File: config.mk
export PLATFORM = sky130hd
export DESIGN_NAME = warmboot_seq
export DESIGN_NICKNAME = d
export VERILOG_FILES = /design/src/rtl/warmboot_pkg.sv /design/src/rtl/wb_slot_map.sv /design/src/rtl/wb_script_rom.sv /design/src/rtl/wb_byte_swap.sv /design/src/rtl/warmboot_seq.sv
export SDC_FILE = /design/constraint.sdc
export NUM_CORES = 1
export LEC_CHECK = 0
export ABC_AREA = 1
export BUFFER_PORTS_ARGS = -buffer_cell sky130_fd_sc_hd__buf_2
export CORE_UTILIZATION = 40
export CTS_CLUSTER_SIZE = 8
export DETAILED_ROUTE_END_ITERATION = 16
export GPL_TIMING_DRIVEN = 0
export PLACE_DENSITY = 0.78
export SYNTH_ARGS = -nofsm -noshare
export SYNTH_HDL_FRONTEND = slang
export SYNTH_SLANG_ARGS = --single-unit
File: constraint.sdc
create_clock -name clk -period 3.1 [get_ports clk]
set_input_delay 0.155 -clock clk [delete_from_list [all_inputs] [get_ports clk]]
set_output_delay 0.155 -clock clk [all_outputs]
set_load 0.005 [all_outputs]
File: src/rtl/warmboot_pkg.sv
package warmboot_pkg;

    localparam int WORD_W     = 32;
    localparam int SCRIPT_LEN = 9;
    localparam int IDX_W      = $clog2(SCRIPT_LEN);
    localparam int ADDR_POS   = 4;

    localparam logic [WORD_W-1:0] W_PAD      = 32'hFFFF_FFFF;
    localparam logic [WORD_W-1:0] W_SYNC     = 32'hAA99_5566;
    localparam logic [WORD_W-1:0] W_NOOP     = 32'h2000_0000;
    localparam logic [WORD_W-1:0] W_WR_START = 32'h3002_0001;
    localparam logic [WORD_W-1:0] W_WR_CMD   = 32'h3000_8001;
    localparam logic [WORD_W-1:0] W_REPROG   = 32'h0000_000F;

    typedef enum logic [1:0] {
        ST_IDLE = 2'd0,
        ST_SEND = 2'd1,
        ST_DONE = 2'd2
    } seq_state_e;

endpackage

File: src/rtl/wb_slot_map.sv
module wb_slot_map #(
    parameter int NUM_SLOTS = 8,
    parameter int ADDR_W    = 32,
    parameter int SEL_W     = 3,
    parameter logic [NUM_SLOTS*ADDR_W-1:0] TABLE = '0
) (
    input  logic [SEL_W-1:0]  sel,
    output logic [ADDR_W-1:0] addr
);
    logic [ADDR_W-1:0] entry [NUM_SLOTS];

    for (genvar k = 0; k < NUM_SLOTS; k++) begin : g_entry
        assign entry[k] = TABLE[k*ADDR_W +: ADDR_W];
    end

    always_comb begin
        addr = '0;
        for (int k = 0; k < NUM_SLOTS; k++) begin
            if (int'(sel) == k) addr = entry[k];
        end
    end
endmodule

File: src/rtl/wb_script_rom.sv
module wb_script_rom
    import warmboot_pkg::*;
(
    input  logic [IDX_W-1:0]  idx,
    input  logic [WORD_W-1:0] start_addr,
    output logic [WORD_W-1:0] word
);
    always_comb begin
        unique case (idx)
            4'd0:    word = W_PAD;
            4'd1:    word = W_SYNC;
            4'd2:    word = W_NOOP;
            4'd3:    word = W_WR_START;
            4'd4:    word = start_addr;
            4'd5:    word = W_WR_CMD;
            4'd6:    word = W_REPROG;
            4'd7:    word = W_NOOP;
            4'd8:    word = W_NOOP;
            default: word = W_NOOP;
        endcase
    end
endmodule

File: src/rtl/wb_byte_swap.sv
module wb_byte_swap #(
    parameter int DATA_W = 32
) (
    input  logic [DATA_W-1:0] din,
    output logic [DATA_W-1:0] dout
);
    localparam int NBYTES = DATA_W / 8;

    for (genvar b = 0; b < NBYTES; b++) begin : g_byte
        for (genvar i = 0; i < 8; i++) begin : g_bit
            assign dout[8*b + i] = din[8*b + 7 - i];
        end
    end
endmodule

File: src/rtl/warmboot_seq.sv
module warmboot_seq
    import warmboot_pkg::*;
#(
    parameter int NUM_SLOTS = 8,
    parameter logic [NUM_SLOTS*WORD_W-1:0] SLOT_TABLE = {
        32'h0380_0000, 32'h0300_0000, 32'h0280_0000, 32'h0200_0000,
        32'h0180_0000, 32'h0100_0000, 32'h0080_0000, 32'h0000_0000
    },
    localparam int SEL_W = $clog2(NUM_SLOTS)
) (
    input  logic              clk,
    input  logic              rst,
    input  logic              trig_i,
    input  logic [SEL_W-1:0]  slot_sel,
    output logic [WORD_W-1:0] cfg_data,
    output logic              cfg_ce_n,
    output logic              cfg_wr_n,
    output logic              busy,
    output logic              done
);
    localparam logic [IDX_W-1:0] LAST_IDX = IDX_W'(SCRIPT_LEN - 1);

    seq_state_e        state;
    logic [IDX_W-1:0]  idx;
    logic [SEL_W-1:0]  slot_q;
    logic [WORD_W-1:0] start_addr;
    logic [WORD_W-1:0] raw_word;
    logic [WORD_W-1:0] swapped;

    wb_slot_map #(
        .NUM_SLOTS (NUM_SLOTS),
        .ADDR_W    (WORD_W),
        .SEL_W     (SEL_W),
        .TABLE     (SLOT_TABLE)
    ) u_map (
        .sel  (slot_q),
        .addr (start_addr)
    );

    wb_script_rom u_rom (
        .idx        (idx),
        .start_addr (start_addr),
        .word       (raw_word)
    );

    wb_byte_swap #(.DATA_W(WORD_W)) u_swap (
        .din  (raw_word),
        .dout (swapped)
    );

    // State register and sequencing
    always_ff @(posedge clk) begin
        if (rst) begin
            state  <= ST_IDLE;
            idx    <= '0;
            slot_q <= '0;
        end else begin
            unique case (state)
                ST_IDLE: begin
                    if (trig_i) begin
                        slot_q <= slot_sel;
                        idx    <= '0;
                        state  <= ST_SEND;
                    end
                end
                ST_SEND: begin
                    if (idx == LAST_IDX) begin
                        state <= ST_DONE;
                    end else begin
                        idx <= idx + 1'b1;
                    end
                end
                ST_DONE: begin
                    state <= ST_DONE;
                end
                default: state <= ST_IDLE;
            endcase
        end
    end

    // Output decode
    always_comb begin
        cfg_data = '0;
        cfg_ce_n = 1'b1;
        cfg_wr_n = 1'b1;
        busy     = 1'b0;
        done     = 1'b0;
        unique case (state)
            ST_IDLE: ;
            ST_SEND: begin
                cfg_data = swapped;
                cfg_ce_n = 1'b0;
                cfg_wr_n = 1'b0;
                busy     = 1'b1;
            end
            ST_DONE: done = 1'b1;
            default: ;
        endcase
    end
endmodule

# Word level (Yosys, flattened, before mapping)
# Cells that the tools add are included.
word_totals:
  register_bits: 9
  latch_bits: 0
  mem_bits_rw: 0
  romBits: 0
  output_inout_bits: 36
  n_memories: 0
classes:
  n_addsub: 1
  mul: 0
  n_div: 0
  order_cmp: 0
  n_eq_ne: 18
  shifts: 0
  muxes: 18
  bitwise: 0
  n_reduce_logical: 6
op_table:
  columns: ["op", "n"]
  rows:
  - ["32-bit case mux with 6 select lines", 1]
  - ["26-bit 2-to-1 mux", 4]
  - ["25-bit 2-to-1 mux", 2]
  - ["32-bit 2-to-1 mux", 1]
  - ["24-bit 2-to-1 mux", 1]
  - ["3-bit == test (second input constant)", 4]
  - ["4-bit by 3-bit == test with 1-bit output (second input constant)", 3]
  - ["4-bit 2-to-1 mux", 2]
  - ["4-bit case mux with 2 select lines", 1]
  - ["3-bit by 2-bit == test with 1-bit output (second input constant)", 2]
  - ["2-bit inequality test (second input constant)", 3]
  - ["2-bit case mux with 3 select lines", 1]
  - ["4-bit by 1-bit adder with 4-bit output (second input constant)", 1]
  - ["4-bit by 1-bit == test with 1-bit output (second input constant)", 1]
  - ["4-bit by 2-bit == test with 1-bit output (second input constant)", 1]
  - ["4-bit == test (second input constant)", 1]
  - ["4-bit zero test", 1]
  - ["2-bit 2-to-1 mux", 2]
  - ["2-bit AND reduction", 2]
  - ["3-bit by 1-bit == test with 1-bit output (second input constant)", 1]
  - ["1-bit 2-to-1 mux", 3]
  - ["3-bit AND reduction", 1]
  - ["2-bit by 1-bit == test with 1-bit output (second input constant)", 1]
  - ["2-bit == test (second input constant)", 1]
  - ["other kinds (2)", 2]

# Depth between registers and ports, before layout
# Gate-level depths: netlist of the first run.
depth:
  ltp_word: 10
  depth_mapped: 10

# Cells and area by module
# A second synthesis of the first run with hierarchy kept.
hier_totals:
  cells_unflattened: 301
  area_unflattened_um2: 1813.0
modules_own_cells:
  columns: ["mod", "instances", "cells_each", "area_per_inst_um2"]
  rows:
  - ["warmboot_seq", 1, 146, 810.8]
  - ["wb_script_rom", 1, 90, 529.3]
  - ["wb_byte_swap", 1, 32, 240.2]
  - ["wb_slot_map", 1, 33, 232.7]

# Least setup slack after synthesis of the first run
# Ideal clock, no wire load.
synth_path:
  path_kind: "register to output"
  startpoint: "register state[1]"
  endpoint: "output cfg_data[10]"
  arrival_ns: 1.534
  required_time_ns: 2.945
  setup_slack_ns: 1.411
  path_stages_with_launch: 8
  cell_sequence: "dfxtp_1 inv_1 ha_1 buf_4 inv_2 buf_2 nor2_1 buf_4"
synth_between:
  elab_chain_cells: 2
synth_rtl:
  columns: ["element", "line_no", "source"]
  rows:
  - ["start, declared", "warmboot_seq.sv:23", "seq_state_e state;"]
  - ["start signal, assigned", "warmboot_seq.sv:54", "state <= ST_IDLE;"]
  - ["start signal, assigned", "warmboot_seq.sv:63", "state <= ST_SEND;"]
  - ["start signal, assigned", "warmboot_seq.sv:68", "state <= ST_DONE;"]
  - ["2-bit by 1-bit == test with 1-bit output", "warmboot_seq.sv:88", "unique case (state)"]
  - ["32-bit 2-to-1 mux", "warmboot_seq.sv:88", null]
  - ["end, declared", "warmboot_seq.sv:15", "output logic [WORD_W-1:0] cfg_data,"]
# Every way passes these cells.

# Worst setup path in the final report of the first run
layout_path:
  startpoint: "register state[1]"
  endpoint: "output cfg_data[25]"
# The elaborated chain is that of the path after synthesis.

==> key figures, run 1 <==
Finish
  – Fillers: 193
  – Fin util: 56.0%
  – Final net count: 185
  – Proportion of layout cells with a drive suffix above 1: between 40% and 50%
  – Final Cell Area: 0.00111 mm2
  – N_diodes: 0
  – Area grow syn2layout: 31.4%

Clock network
  – Clk sinks: 9
  – TritonCTS clock tree: built
  – Post-CTS setup buffers: 0
  – Post-cts resize count: 0
  – Worst skew pair latency: 250 ps
  – Cts hold-fix bufs: 0
  – Clock buffer depth: 2
  – Clock-pin slew on the worst setup and hold paths: 60 ps
  – CTS Buf Count: 3
  – H-tree levels: 1
  – Root Buffer: clkbuf_4

Synth
  – Synth Instances: 125
  – Syn Area/Cell: 6.76 um2
  – Top cells by area, synth: dfxtp_1 21%, buf_4 20%, ha_1 12%
  – Syn nets: 139
  – Synth area leader: dfxtp_1
  – #FFs+latches synth: 9
  – Post-synthesis cell area: ~840 um2
  – YS warnings: 0
  – Yosys cell types: 22
  – Synth top area share: a little over a fifth
  – Register area share after synthesis: between 20% and 30%

Pwr
  – Flop pwr share: 15.7%
  – Clock share of power: under 10%
  – Maximum VDD drop: approximately 520 uV
  – Pint: approximately 0.66 mW
  – Comb pwr share: about 77%
  – Sw frac: 42.9%
  – Switching power: 0.495 mW
  – Leakage: 0.654 nW
  – PD cells: 1040 mW/mm2

Run
  – Max Cap Viol: 0

Place
  – Post-DP Area: 0.00108 mm2
  – GPL Wtd Cong: approximately 0.79
  – Buffers on Ports: 41
  – HPWL after detailed placement: 1.39 mm

Worst hold path
  – Hold Crit Class: primary input to flop
  – Hold path depth: 2

Status
  – Status: finished clean

Floorplan
  – Num rows: 16
  – DIE AREA: between 0.002 and 0.0025 mm2
  – Top-Level Pins: 42
  – Die H: 48.0 um
  – Core area: 0.00198 mm2
  – Chip width: 48.0 um
  – Initial core utilization: 42.6%

Drt
  – Routed via count: 881
  – TritonRoute pass-1 iters: 4
  – Final wirelength: 1.72 mm
  – DRC errors left: 0
  – Iter 0 DRT Violations: 21
  – Drt via density: 4.47
  – Routed length per instance: 8.74 um
  – Final antenna-violating net count: 0

STA
  – Final count of hold timing violations: 0
  – Max-slew headroom: 62.0%
  – Clock Skews: 0.435 ps
  – Tcrit/Tclk final: 70.7%
  – Max Transition Viols Final: 0
  – Setup violators final: 0
  – Setup TNS: 0 ps
  – Final worst path period need: 2190 ps
  – Worst-Margin Slew: ~570 ps
  – RSZ-0062 raised after global routing: no
  – Fmax achieved: 0.456 GHz

Global route
  – GRT Overall Usage: 14.7%
  – Initial antenna violation count: 0
  – GRT Residual Overflow: 0
  – Vias in the first global route: 641
  – Largest net degree at the start of global routing: 12
  – First-pass GRT wire length: about 2.5 mm

Critical path
  – Worst Reg2Reg Path Length in Cells: 7
  – Critical-path maximum fanout: 11
  – WS Path Type: flop to primary output
  – CP max-delay cell: nor2_1
  – Crit path buf inv count: 6
  – Crit end category: primary output
  – Startpoint Class: flop
  – Cell Chain, Critical Path: inv_1 > ha_1 > buf_4 > inv_2 > buf_2 > nor2_1 > buf_4 > buf_2
  – CP top delay family: buffers and inverters
  – CP max stage delay: 470 ps
  – CP arrival: 2040 ps
  – Critical Path RT: slightly below 3000 ps
  – Instance count on the critical path: 8
==> metrics by stage <==
| step | setup slack, ps | power [mW] | std cells | hold WS (ps) |
|---|---|---|---|---|
| global placement | 1260 | 1.04 | 193 | 364 |
| finish | 908 | 1.15 | 197 | 98.8 |
| CTS | 880 | 1.16 | 197 | 91.5 |
| global route | 716 | 1.31 | 197 | 103 |
| detailed placement | 1170 | 1.07 | 193 | 369 |
| floorplan | 1410 | 0.774 | 125 | 224 |
==> path summary, 6_finish.rpt <==
check,from,end,slack (ps)
max reg2reg,idx[0],state[1],1650
min reg2reg,slot_q[1],slot_q[1],490
min,rst,idx[3],100
max,state[1],cfg_data[25],910
==> logic make-up after synthesis <==
| logic type | count (synthesis) | synth area share [%] |
|---|---|---|
| flops | 9 | 21.3 |
| buf+inv | 39 | 28.1 |
| compound gates | 20 | 12.6 |
| xor+xnor | 1 | 1.04 |
| simple gates | 48 | 25.0 |
| fa+ha+maj | 8 | 11.9 |
==> power groups by stage <==
| stage | registers (mW) | clock network, mW | logic, mW |
|---|---|---|---|
| floorplan | 0.177 | 0 | 0.597 |
| global placement | 0.181 | 0 | 0.858 |
| detailed placement | 0.184 | 0 | 0.884 |
| CTS | 0.181 | 0.0939 | 0.890 |
| global route | 0.188 | 0.101 | 1.02 |
| finish | 0.181 | 0.0889 | 0.883 |
==> flip-flops by register name, summed over array words and instances (netlist names) <==
signal and cells:
idx 4, slot_q 3, state 2
==> final cells by class <==
| class | count | area (um2) | share of cell area (%) |
|---|---|---|---|
| timing repair buffer | 41 | 205 | 18.5 |
| sequential | 9 | 180 | 16.2 |
| tap | 27 | 33.8 | 3.04 |
| clock buffer | 4 | 26.3 | 2.37 |
| inverter | 15 | 56.3 | 5.07 |
| multi-input combinational | 77 | 427 | 38.4 |
| buffer | 24 | 181 | 16.3 |
==> routing by layer <==
metal | part of all wire, % | GRT usage (%)
met5 | 0 | 0
met4 | 0 | 3.89
met3 | 10 | 4.53
met2 | 46 | 24.6
met1 | 44 | 18.3
==> cells in the mapped netlist (all sizes together) <==
cell and count:
inv 15, dfxtp 9, o22ai 1, nand3 7
or2 1, buf 24, xnor2 1, nand2 23
o21ai 9, nor2 15, a31oi 1, nand4 2
a21oi 9, ha 8
==> placed cells by master, fill, tap and decap left out, drive strengths merged <==
cell	synthesis	routed
a21oi	9	9
a31oi	1	1
buf	24	65
clkbuf	0	4
dfxtp	9	9
ha	8	8
inv	15	15
nand2	23	23
nand3	7	7
nand4	2	2
nor2	15	15
o21ai	9	9
o22ai	1	1
or2	1	1
xnor2	1	1
No activity file was read; power rests on OpenSTA's default activity.
==> inputs of run 2 (changes only) <==
Settings changed: PLACE_DENSITY 0.78 to 0.81.
Clock period 3.1 ns to 1.85 ns, I/O delays scaled along.
==> key figures, run 2 (synthesis gave the netlist of run 1 again) <==
Critical path
  – Worst R2R Setup Slack: 480 ps (-1170 ps)
  – Critical Path RT: 1760 ps (-1180 ps)
  – FF-to-FF Start: state[1]
  – CP max-delay cell: dfxtp_1
  – WS Path Type: flop to primary output
  – Worst Reg2Reg Path Length in Cells: 10 (+3)
  – CP top delay family: buffers and inverters
  – Cell Chain, Critical Path: inv_2 > ha_1 > buf_4 > inv_2 > or2_4 > inv_4 > buf_4 > buf_2
  – Startpoint Class: flop
  – CP arrival: 1620 ps (-420 ps)
  – R2R Path End: idx[1]
  – Critical-path maximum fanout: 11 (unchanged)
  – Crit end category: primary output
  – CP max stage delay: 330 ps (-140 ps)
  – Crit path buf inv count: 6 (unchanged)

Clock network
  – Root Buffer: clkbuf_4
  – CTS Buf Count: 3 (unchanged)
  – H-tree levels: 1 (unchanged)
  – Clock buffer depth: 2 (unchanged)
  – Worst skew pair latency: 260 ps (about the same)
  – Clk sinks: 9 (unchanged)
  – Post-CTS setup buffers: 0 (unchanged)
  – TritonCTS clock tree: built
  – Cts hold-fix bufs: 0 (unchanged)
  – Clock-pin slew on the worst setup and hold paths: 60 ps (about the same)

Drt
  – Top Metal Used: met4
  – DRC errors left: 0 (unchanged)
  – TritonRoute pass-1 iters: 4 (unchanged)
  – Final antenna-violating net count: 0 (unchanged)
  – Final wirelength: 1.73 mm (+0.70%)
  – Metal2 WL: 836 um (+6.4%)
  – Met1 WL: 752 um (-0.53%)
  – Routed via count: 883 (+0.23%)
  – Routed length per instance: 8.75 um (+0.19%)
  – Met3 Wirelength: 132 um (-26%)
  – Drt via density: 4.46 (-0.28%)
  – Iter 0 DRT Violations: 10 (-52%)

Finish
  – Fin util: 58.3% (+2.3 points)
  – Most common cell after layout, fill and taps aside: buf_2
  – Final net count: 186 (+0.54%)
  – Most frequent cells in the layout: 41 x buf_2, 23 x nand2_1, 22 x buf_4
  – Biggest register: idx
  – Proportion of layout cells with a drive suffix above 1: 48.0% (+4.4 points)
  – Finished Layout Cells: 198 (+0.51%)
  – Final Cell Area: 0.00115 mm2 (+4.1%)
  – Largest registers: idx (4), slot_q (3), state (2)
  – N_diodes: 0 (unchanged)
  – Max reg flops: 4 (unchanged)
  – Area grow syn2layout: 36.7%

Global route
  – Initial antenna violation count: 0 (unchanged)
  – GRT Overall Usage: 15.0% (+0.24 points)
  – GRT Residual Overflow: 0 (unchanged)
  – Largest net degree at the start of global routing: 12 (unchanged)
  – Vias in the first global route: 644 (+0.47%)
  – First-pass GRT wire length: 2.47 mm (unchanged)

STA
  – RSZ-0062 raised after global routing: no
  – Max Transition Viols Final: 0 (unchanged)
  – Worst-Margin Slew: 292 ps (-276 ps)
  – Final count of hold timing violations: 0 (unchanged)
  – Setup violators final: 0 (unchanged)
  – Max-slew headroom: 80.5% (+19 points)
  – Tcrit/Tclk final: 92.6%
  – Final worst path period need: 1710 ps
  – Worst Slack Setup Final: 138 ps (-771 ps)
  – Clock Skews: 1.72 ps (+1.29 ps)
  – Min Hold Slack: 24.9 ps (-73.9 ps)
  – Setup TNS: 0 ps (unchanged)
  – Fmax achieved: 0.584 GHz

Place
  – HPWL after detailed placement: 1.38 mm (-0.41%)
  – Placed cell count: 193 (unchanged)
  – Place WS: 10.4 ps (-1160 ps)
  – Buffers on Ports: 41 (unchanged)
  – Post-DP Area: 0.00108 mm2 (unchanged)
  – GPL Wtd Cong: 0.759 (-4.3%)

Floorplan
  – Core area: 0.00198 mm2 (unchanged)
  – Num rows: 16 (unchanged)
  – Chip width: 48.0 um (unchanged)
  – Top-Level Pins: 42 (unchanged)
  – DIE AREA: 0.00230 mm2 (unchanged)
  – Initial core utilization: 42.6% (unchanged)
  – Die H: 48.0 um (unchanged)

Worst hold path
  – Hold Crit Class: primary input to flop
  – Hold Crit Start: rst
  – Hold path depth: 2 (unchanged)
  – Hold EP: idx[1]

Status
  – Status: finished clean

Pwr
  – Maximum VDD drop: 987 uV (+90%)
  – Pwr Total: 2.06 mW (+78%)
  – PD cells: 1780 mW/mm2 (+71%)
  – Leakage: 0.662 nW (+1.2%)

Run
  – Max Cap Viol: 0 (unchanged)
## run 2: cell count changes in the layout (fill, tap and decap cells not counted), moves of 2 or more
cell	before	now
nor2_4	1	3
inv_1	13	11
dfxtp_2	0	2
dfxtp_1	9	7
## run 2: worst max path at each step
stage,end,startpoint,cells past startpoint,slack (ps)
after floorplan,cfg_data[10],state[1],7,220
after global placement,cfg_data[3],state[1],8,90
after detailed placement,cfg_data[17],state[1],8,10
after CTS,cfg_data[17],state[1],8,8
after global routing,cfg_data[11],idx[0],7,30
final,cfg_data[20],state[1],8,140
## run 2: worst reg2reg max path: cells and delay by family (launching register included)
family                   cells  cell delay [ps]
adder cells (fa/ha/maj)      1              190
flip-flops                   1              360
AND/OR/NAND/NOR              5              360
buffers and inverters        4              390
## run 2: final cells by class
class	count	area [um2]
Multi-Input combinational cell	78	460
Buffer	24	188
Sequential cell	9	183
Clock buffer	4	26.3
Inverter	15	58.8
Fill cell	184	827
Timing Repair Buffer	41	205
Tap cell	27	33.8
## run 2: metal layers
layer | up-vias | GRT usage [%]
met5 | - | 0
met4 | 0 | 5.00
met3 | 2 | 2.26
met2 | 37 | 27.6
met1 | 374 | 17.4
li1 | 470 | -
## run 2: power breakdown
group / internal, mW / total (mW) / switching (mW)
logic: 0.827 / 1.59 / 0.766
clock network: 0.0832 / 0.152 / 0.0690
registers: 0.260 / 0.311 / 0.0502
total: 1.17 / 2.06 / 0.885
## run 2: timing repair
item | in CTS | in global routing
pin swaps | 0 | 1
resized for setup | 4 | 10
gates cloned | 0 | 1
endpoints found under the setup margin | 21 | 22
